File: src/rtl/rsp_pack_pkg.sv
package rsp_pack_pkg;
    localparam int DATA_W_DEF  = 32;
    localparam int SRCID_W_DEF = 14;
    localparam int TRDID_W_DEF = 4;
    localparam int PKTID_W_DEF = 4;
    localparam int ERR_W_DEF   = 2;

    typedef enum logic [1:0] {
        ST_IDLE   = 2'd0,
        ST_HDR    = 2'd1,
        ST_REPLAY = 2'd2,
        ST_STREAM = 2'd3
    } pk_state_e;
endpackage

File: src/rtl/rsp_hdr_fmt.sv
module rsp_hdr_fmt #(
    parameter int DATA_W  = rsp_pack_pkg::DATA_W_DEF,
    parameter int SRCID_W = rsp_pack_pkg::SRCID_W_DEF,
    parameter int TRDID_W = rsp_pack_pkg::TRDID_W_DEF,
    parameter int PKTID_W = rsp_pack_pkg::PKTID_W_DEF,
    parameter int ERR_W   = rsp_pack_pkg::ERR_W_DEF
) (
    input  logic               eop,
    input  logic [SRCID_W-1:0] srcid,
    input  logic               err,
    input  logic [TRDID_W-1:0] trdid,
    input  logic [PKTID_W-1:0] pktid,
    output logic [DATA_W:0]    hdr_flit
);
    localparam int RES_W = DATA_W - SRCID_W - ERR_W - TRDID_W - PKTID_W - 1;

    // Header layout from the top down: id, widened error, transaction, tag,
    // reserved zeros, broadcast bit (always clear on responses).
    always_comb begin
        hdr_flit = {eop, srcid, {(ERR_W-1){1'b0}}, err, trdid, pktid,
                    {RES_W{1'b0}}, 1'b0};
    end
endmodule

File: src/rtl/rsp_pack_fsm.sv
module rsp_pack_fsm
    import rsp_pack_pkg::*;
#(
    parameter int DATA_W  = DATA_W_DEF,
    parameter int SRCID_W = SRCID_W_DEF,
    parameter int TRDID_W = TRDID_W_DEF,
    parameter int PKTID_W = PKTID_W_DEF,
    parameter int ERR_W   = ERR_W_DEF
) (
    input  logic               clk,
    input  logic               rst_n,
    input  logic               in_valid,
    output logic               in_ready,
    input  logic [DATA_W-1:0]  in_data,
    input  logic               in_eop,
    input  logic [SRCID_W-1:0] in_srcid,
    input  logic               in_err,
    input  logic [TRDID_W-1:0] in_trdid,
    input  logic [PKTID_W-1:0] in_pktid,
    output logic               out_valid,
    input  logic               out_ready,
    output logic [DATA_W:0]    out_flit,
    input  logic [DATA_W:0]    hdr_flit,
    output logic               cap_cmp,
    output logic [SRCID_W-1:0] cap_srcid,
    output logic               cap_err,
    output logic [TRDID_W-1:0] cap_trdid,
    output logic [PKTID_W-1:0] cap_pktid
);
    localparam int FLIT_W = DATA_W + 1;
    localparam int RES_W  = DATA_W - SRCID_W - ERR_W - TRDID_W - PKTID_W - 1;
    localparam int ERR_HI = RES_W + 1 + PKTID_W + TRDID_W + ERR_W - 1;

    typedef struct packed {
        pk_state_e          state;
        logic [DATA_W-1:0]  data;
        logic               eop;
        logic               cmp;
        logic [SRCID_W-1:0] srcid;
        logic               err;
        logic [TRDID_W-1:0] trdid;
        logic [PKTID_W-1:0] pktid;
    } pk_regs_t;

    pk_regs_t q, d;

    always_comb begin
        d         = q;
        in_ready  = 1'b0;
        out_valid = 1'b0;
        out_flit  = '0;
        case (q.state)
            ST_IDLE: begin
                in_ready = 1'b1;
                if (in_valid) begin
                    d.data  = in_data;
                    d.eop   = in_eop;
                    d.cmp   = in_eop && (in_data == '0);
                    d.srcid = in_srcid;
                    d.err   = in_err;
                    d.trdid = in_trdid;
                    d.pktid = in_pktid;
                    d.state = ST_HDR;
                end
            end
            ST_HDR: begin
                out_valid = 1'b1;
                out_flit  = hdr_flit;
                if (out_ready) begin
                    d.state = q.cmp ? ST_IDLE : ST_REPLAY;
                end
            end
            ST_REPLAY: begin
                out_valid = 1'b1;
                out_flit  = {q.eop, q.data};
                if (out_ready) begin
                    d.state = q.eop ? ST_IDLE : ST_STREAM;
                end
            end
            default: begin
                in_ready  = out_ready;
                out_valid = in_valid;
                out_flit  = {in_eop, in_data};
                if (in_valid && out_ready && in_eop) begin
                    d.state = ST_IDLE;
                end
            end
        endcase
    end

    always_ff @(posedge clk or negedge rst_n) begin
        if (!rst_n) begin
            q <= '{state: ST_IDLE, default: '0};
        end else begin
            q <= d;
        end
    end

    assign cap_cmp   = q.cmp;
    assign cap_srcid = q.srcid;
    assign cap_err   = q.err;
    assign cap_trdid = q.trdid;
    assign cap_pktid = q.pktid;


    out_hold_chk: assert property (@(posedge clk) disable iff (!rst_n)
        (out_valid && !out_ready) |=> (out_valid && $stable(out_flit)));


    hdr_block_chk: assert property (@(posedge clk) disable iff (!rst_n)
        (q.state == ST_HDR) |-> !in_ready);


    compress_chk: assert property (@(posedge clk) disable iff (!rst_n)
        (out_valid && q.state == ST_HDR && out_flit[FLIT_W-1])
            |-> (q.eop && q.data == '0));


    hdr_res_chk: assert property (@(posedge clk) disable iff (!rst_n)
        (q.state == ST_HDR) |-> (!out_flit[ERR_HI] && out_flit[RES_W:0] == '0));


    eop_idle_chk: assert property (@(posedge clk) disable iff (!rst_n)
        (out_valid && out_ready && out_flit[FLIT_W-1]) |=> (in_ready && !out_valid));
endmodule

File: src/rtl/rsp_flit_packer.sv
module rsp_flit_packer #(
    parameter int DATA_W  = rsp_pack_pkg::DATA_W_DEF,
    parameter int SRCID_W = rsp_pack_pkg::SRCID_W_DEF,
    parameter int TRDID_W = rsp_pack_pkg::TRDID_W_DEF,
    parameter int PKTID_W = rsp_pack_pkg::PKTID_W_DEF,
    parameter int ERR_W   = rsp_pack_pkg::ERR_W_DEF
) (
    input  logic               clk,
    input  logic               rst_n,
    input  logic               in_valid,
    output logic               in_ready,
    input  logic [DATA_W-1:0]  in_data,
    input  logic               in_eop,
    input  logic [SRCID_W-1:0] in_srcid,
    input  logic               in_err,
    input  logic [TRDID_W-1:0] in_trdid,
    input  logic [PKTID_W-1:0] in_pktid,
    output logic               out_valid,
    input  logic               out_ready,
    output logic [DATA_W:0]    out_flit
);
    logic [DATA_W:0]    hdr_flit;
    logic               cap_cmp;
    logic [SRCID_W-1:0] cap_srcid;
    logic               cap_err;
    logic [TRDID_W-1:0] cap_trdid;
    logic [PKTID_W-1:0] cap_pktid;

    rsp_hdr_fmt #(
        .DATA_W(DATA_W), .SRCID_W(SRCID_W), .TRDID_W(TRDID_W),
        .PKTID_W(PKTID_W), .ERR_W(ERR_W)
    ) u_hdr (
        .eop(cap_cmp), .srcid(cap_srcid), .err(cap_err),
        .trdid(cap_trdid), .pktid(cap_pktid), .hdr_flit(hdr_flit)
    );

    rsp_pack_fsm #(
        .DATA_W(DATA_W), .SRCID_W(SRCID_W), .TRDID_W(TRDID_W),
        .PKTID_W(PKTID_W), .ERR_W(ERR_W)
    ) u_fsm (
        .clk(clk), .rst_n(rst_n),
        .in_valid(in_valid), .in_ready(in_ready), .in_data(in_data),
        .in_eop(in_eop), .in_srcid(in_srcid), .in_err(in_err),
        .in_trdid(in_trdid), .in_pktid(in_pktid),
        .out_valid(out_valid), .out_ready(out_ready), .out_flit(out_flit),
        .hdr_flit(hdr_flit),
        .cap_cmp(cap_cmp), .cap_srcid(cap_srcid), .cap_err(cap_err),
        .cap_trdid(cap_trdid), .cap_pktid(cap_pktid)
    );
endmodule

File: config.mk
export PLATFORM = sky130hd
export DESIGN_NAME = rsp_flit_packer
export DESIGN_NICKNAME = d
export VERILOG_FILES = /design/src/rtl/rsp_pack_pkg.sv /design/src/rtl/rsp_hdr_fmt.sv /design/src/rtl/rsp_pack_fsm.sv /design/src/rtl/rsp_flit_packer.sv
export SDC_FILE = /design/constraint.sdc
export NUM_CORES = 1
export LEC_CHECK = 0
export BUFFER_PORTS_ARGS = -buffer_cell sky130_fd_sc_hd__buf_2
export CAP_MARGIN = 15
export CORE_UTILIZATION = 55
export DETAILED_ROUTE_END_ITERATION = 16
export PLACE_DENSITY = 0.88
export RECOVER_POWER = 25
export SLEW_MARGIN = 25
export SYNTH_ARGS = -nofsm -noshare
export SYNTH_HDL_FRONTEND = slang
export SYNTH_SLANG_ARGS = --single-unit
File: constraint.sdc
create_clock -name clk -period 4.3 [get_ports clk]
set_clock_uncertainty 0.05 [all_clocks]
set_input_delay 0.215 -clock clk [delete_from_list [all_inputs] [get_ports clk]]
set_output_delay 0.215 -clock clk [all_outputs]
set_load 0.005 [all_outputs]
==> key figures <==
Die
  – I/O pins: 95
  – Starting density of the core: 57.6%
  – Die height: 75.6 µm
  – Placement Rows: 26
  – Die Footprint: approximately 5700 µm²
  – Die W: 75.6 µm
  – Core footprint: just over 5000 µm²

Route
  – Initial DRT Pass Iterations: 4
  – Vias: about 2,400
  – DR iter-0 viols: 106
  – Remaining antenna violation count after routing: 0
  – Routed WL: approximately 6600 µm
  – WL/cell: 15.3 µm
  – Via density: 5.56
  – DRC violations left: 0

Synthesis
  – Synth cell types: 24
  – Synth Warn #: 0
  – Syn Area/Cell: 11.0 µm²
  – Synthesis-stage register bit count: 59
  – Synthesized instance count: 270
  – Count leader, synth: dfrtp_1
  – Synth cell count leaders: dfrtp_1, mux2_2, nand2_1, o21ai_0, a22oi_1
  – Post-synthesis sequential area ratio: about half
  – Syn Std Cell Area: 2980 µm²
  – Synth top area cells: dfrtp_1, mux2_2, a22oi_1
  – Mapped Nets: about 330
  – Post-synth top area share: just under 50%
  – Ys flop type: dfrtp_1
  – Post-synth EDFFs: 0
  – Yosys top cell by area: dfrtp_1
  – Async SR Flop Fraction: 100%

Critical path
  – Crit path launch type: flop
  – R2R cell count: 6
  – CP Data Required Time: 4.03 ns
  – CP endpoint kind: output pin
  – Crit path arrival time: 2.14 ns
  – Worst Path Max Fanout: 25
  – Crit path kind: reg -> out

Clocking
  – Max clock buf depth: 2
  – Cts hold-fix bufs: 1
  – CTS tree: yes
  – Sink Count: 59
  – H-tree Lvls: 3
  – CTS buffer count: 9
  – Post-CTS sizing: 0
  – Clock slew at the register clock pins of the worst setup and hold paths: roughly 0.070 ns
  – Post-CTS setup buffer count: 0
  – Root buf cell: clkbuf_8
  – Clock Latency Late Sink: 0.33 ns

STA
  – RSZ-0062 raised after global routing: false
  – Hold WS: 0.0676 ns
  – Final setup violation count: 0
  – Fin. max-slew vios: 0
  – Rel. slew slack: ~40%
  – Final hold violation count: 0
  – Setup TNS: 0 ns
  – Worst-margin pin slew: 0.880 ns
  – Fin crit period: 2.41 ns
  – Period utilisation layout: ~56%
  – Max Clk Rate: around 0.42 GHz

Final layout
  – Fraction of layout cells with a size suffix above 1: 47.9%
  – Area grow syn2layout: 23.5%
  – Nets: roughly 420
  – Post-Layout Cell Count: between 400 and 500
  – Multi-input gate area: 1390 µm²
  – Final-layout fill cell count: 414
  – N_diodes: 0
  – Sequential cell area: 1480 µm²

Power
  – Total power: 2.55 mW
  – Cell area power density: 693 nW/µm²
  – Peak supply drop: 0.360 mV
  – LEAKAGE: 1.68 nW

Placement
  – Cell count after placement: around 420
  – Gpl congestion: just under 0.8
  – I/O Buffers: 94
  – DP HPWL: 4570 µm

Global route
  – Initial antenna violation count: 0
  – Vias in the first global route: 2,273
  – First-pass GRT wire length: approximately 10,000 µm
  – Total gr overflow: 0
  – Overall Global Routing Usage: 24.6%
  – Largest net degree at the start of global routing: 72

Run status
  – Run status: finished, final reports clean

Hold path
  – Worst Hold Class: in -> reg
  – Hold path depth: 2

Run
  – Max_cap viols: 0
==> worst max-delay path, stage by stage (launching register included) <==
cell	delay, ns
dfrtp_1	0.44
inv_1	0.11
ha_1	0.45
buf_4	0.37
a22oi_1	0.11
o21ai_0	0.19
buf_2	0.14
==> through the flow <==
stage,utilization (%),setup WS (ns),cell area (µm²)
floorplan,-,2.63,2980
global placement,66.6,2.04,3450
detailed placement,66.6,1.95,3450
CTS,70.9,1.74,3670
global route,71.1,1.67,3680
finish,71.1,1.89,3680
==> final timing paths <==
kind / from / end / slack (ns)
worst max-delay path: u_fsm.q[57]$_DFFE_PN0P_ / out_flit[25] / 1.89
worst min-delay path: in_pktid[3] / u_fsm.cap_pktid[3]$_DFFE_PN0P_ / 0.07
worst max register to register: u_fsm.q[57]$_DFFE_PN0P_ / u_fsm.q[58]$_DFFE_PN0P_ / 1.90
worst min register to register: u_fsm.q[46]$_DFFE_PN0P_ / u_fsm.q[46]$_DFFE_PN0P_ / 0.46
max in group asynchronous: rst_n / u_fsm.q[54]$_DFFE_PN0P_ / 3.21
min in group asynchronous: rst_n / u_fsm.q[31]$_DFFE_PN0P_ / 0.51
==> per-layer routing <==
metal  vias to the layer above  part of all wire (%)  track usage [%]
met2                        79                    49             40.1
met3                        12                   5.3             5.03
met5                         -                     0                0
li1                       1151                     -                -
met1                      1167                    44             30.8
met4                         0                   1.6             13.6
==> logic make-up after synthesis <==
group	count (synthesis)	synth area share, %
compound gates	63	13.1
simple gates	61	9.07
mux	59	22.3
flops	59	49.6
buf+inv	24	4.24
fa+ha+maj	4	1.68
==> where the power goes <==
group          switching (mW)  internal [mW]
Sequential              0.156          0.836
Clock                   0.204          0.305
Combinational           0.487          0.562
==> flip-flops by register name, summed over array words and instances, names as in the netlist <==
signal           count
u_fsm.cap_cmp        1
u_fsm.cap_pktid      4
u_fsm.cap_err        1
u_fsm.q             35
u_fsm.cap_srcid     14
u_fsm.cap_trdid      4
==> final cells by class <==
class	count	share of cell area [%]
Sequential cell	59	40.1
Multi-Input combinational cell	187	37.8
Timing Repair Buffer	98	13.7
Clock buffer	16	5.71
Tap cell	70	2.38
Inverter	3	0.306
==> cells in the final DEF (no fill, tap or decap) <==
cell type	count
buf_2	94
dfrtp_1	59
mux2_2	57
nand2_1	45
o21ai_0	34
a22oi_1	24
clkbuf_8	15
nor4_1	6
inv_1	3
buf_4	3
nand2b_1	2
a21oi_1	2
o211ai_1	2
mux2_1	2
ha_1	2
nand2_2	1
or3_1	1
nand3_2	1
nor4b_1	1
nor3_1	1
nand3_1	1
nand4_1	1
nor2_1	1
o41ai_2	1
ha_2	1
ha_4	1
clkbuf_1	1
dlygate4sd3_1	1
Power figures use the tool's default switching activity.
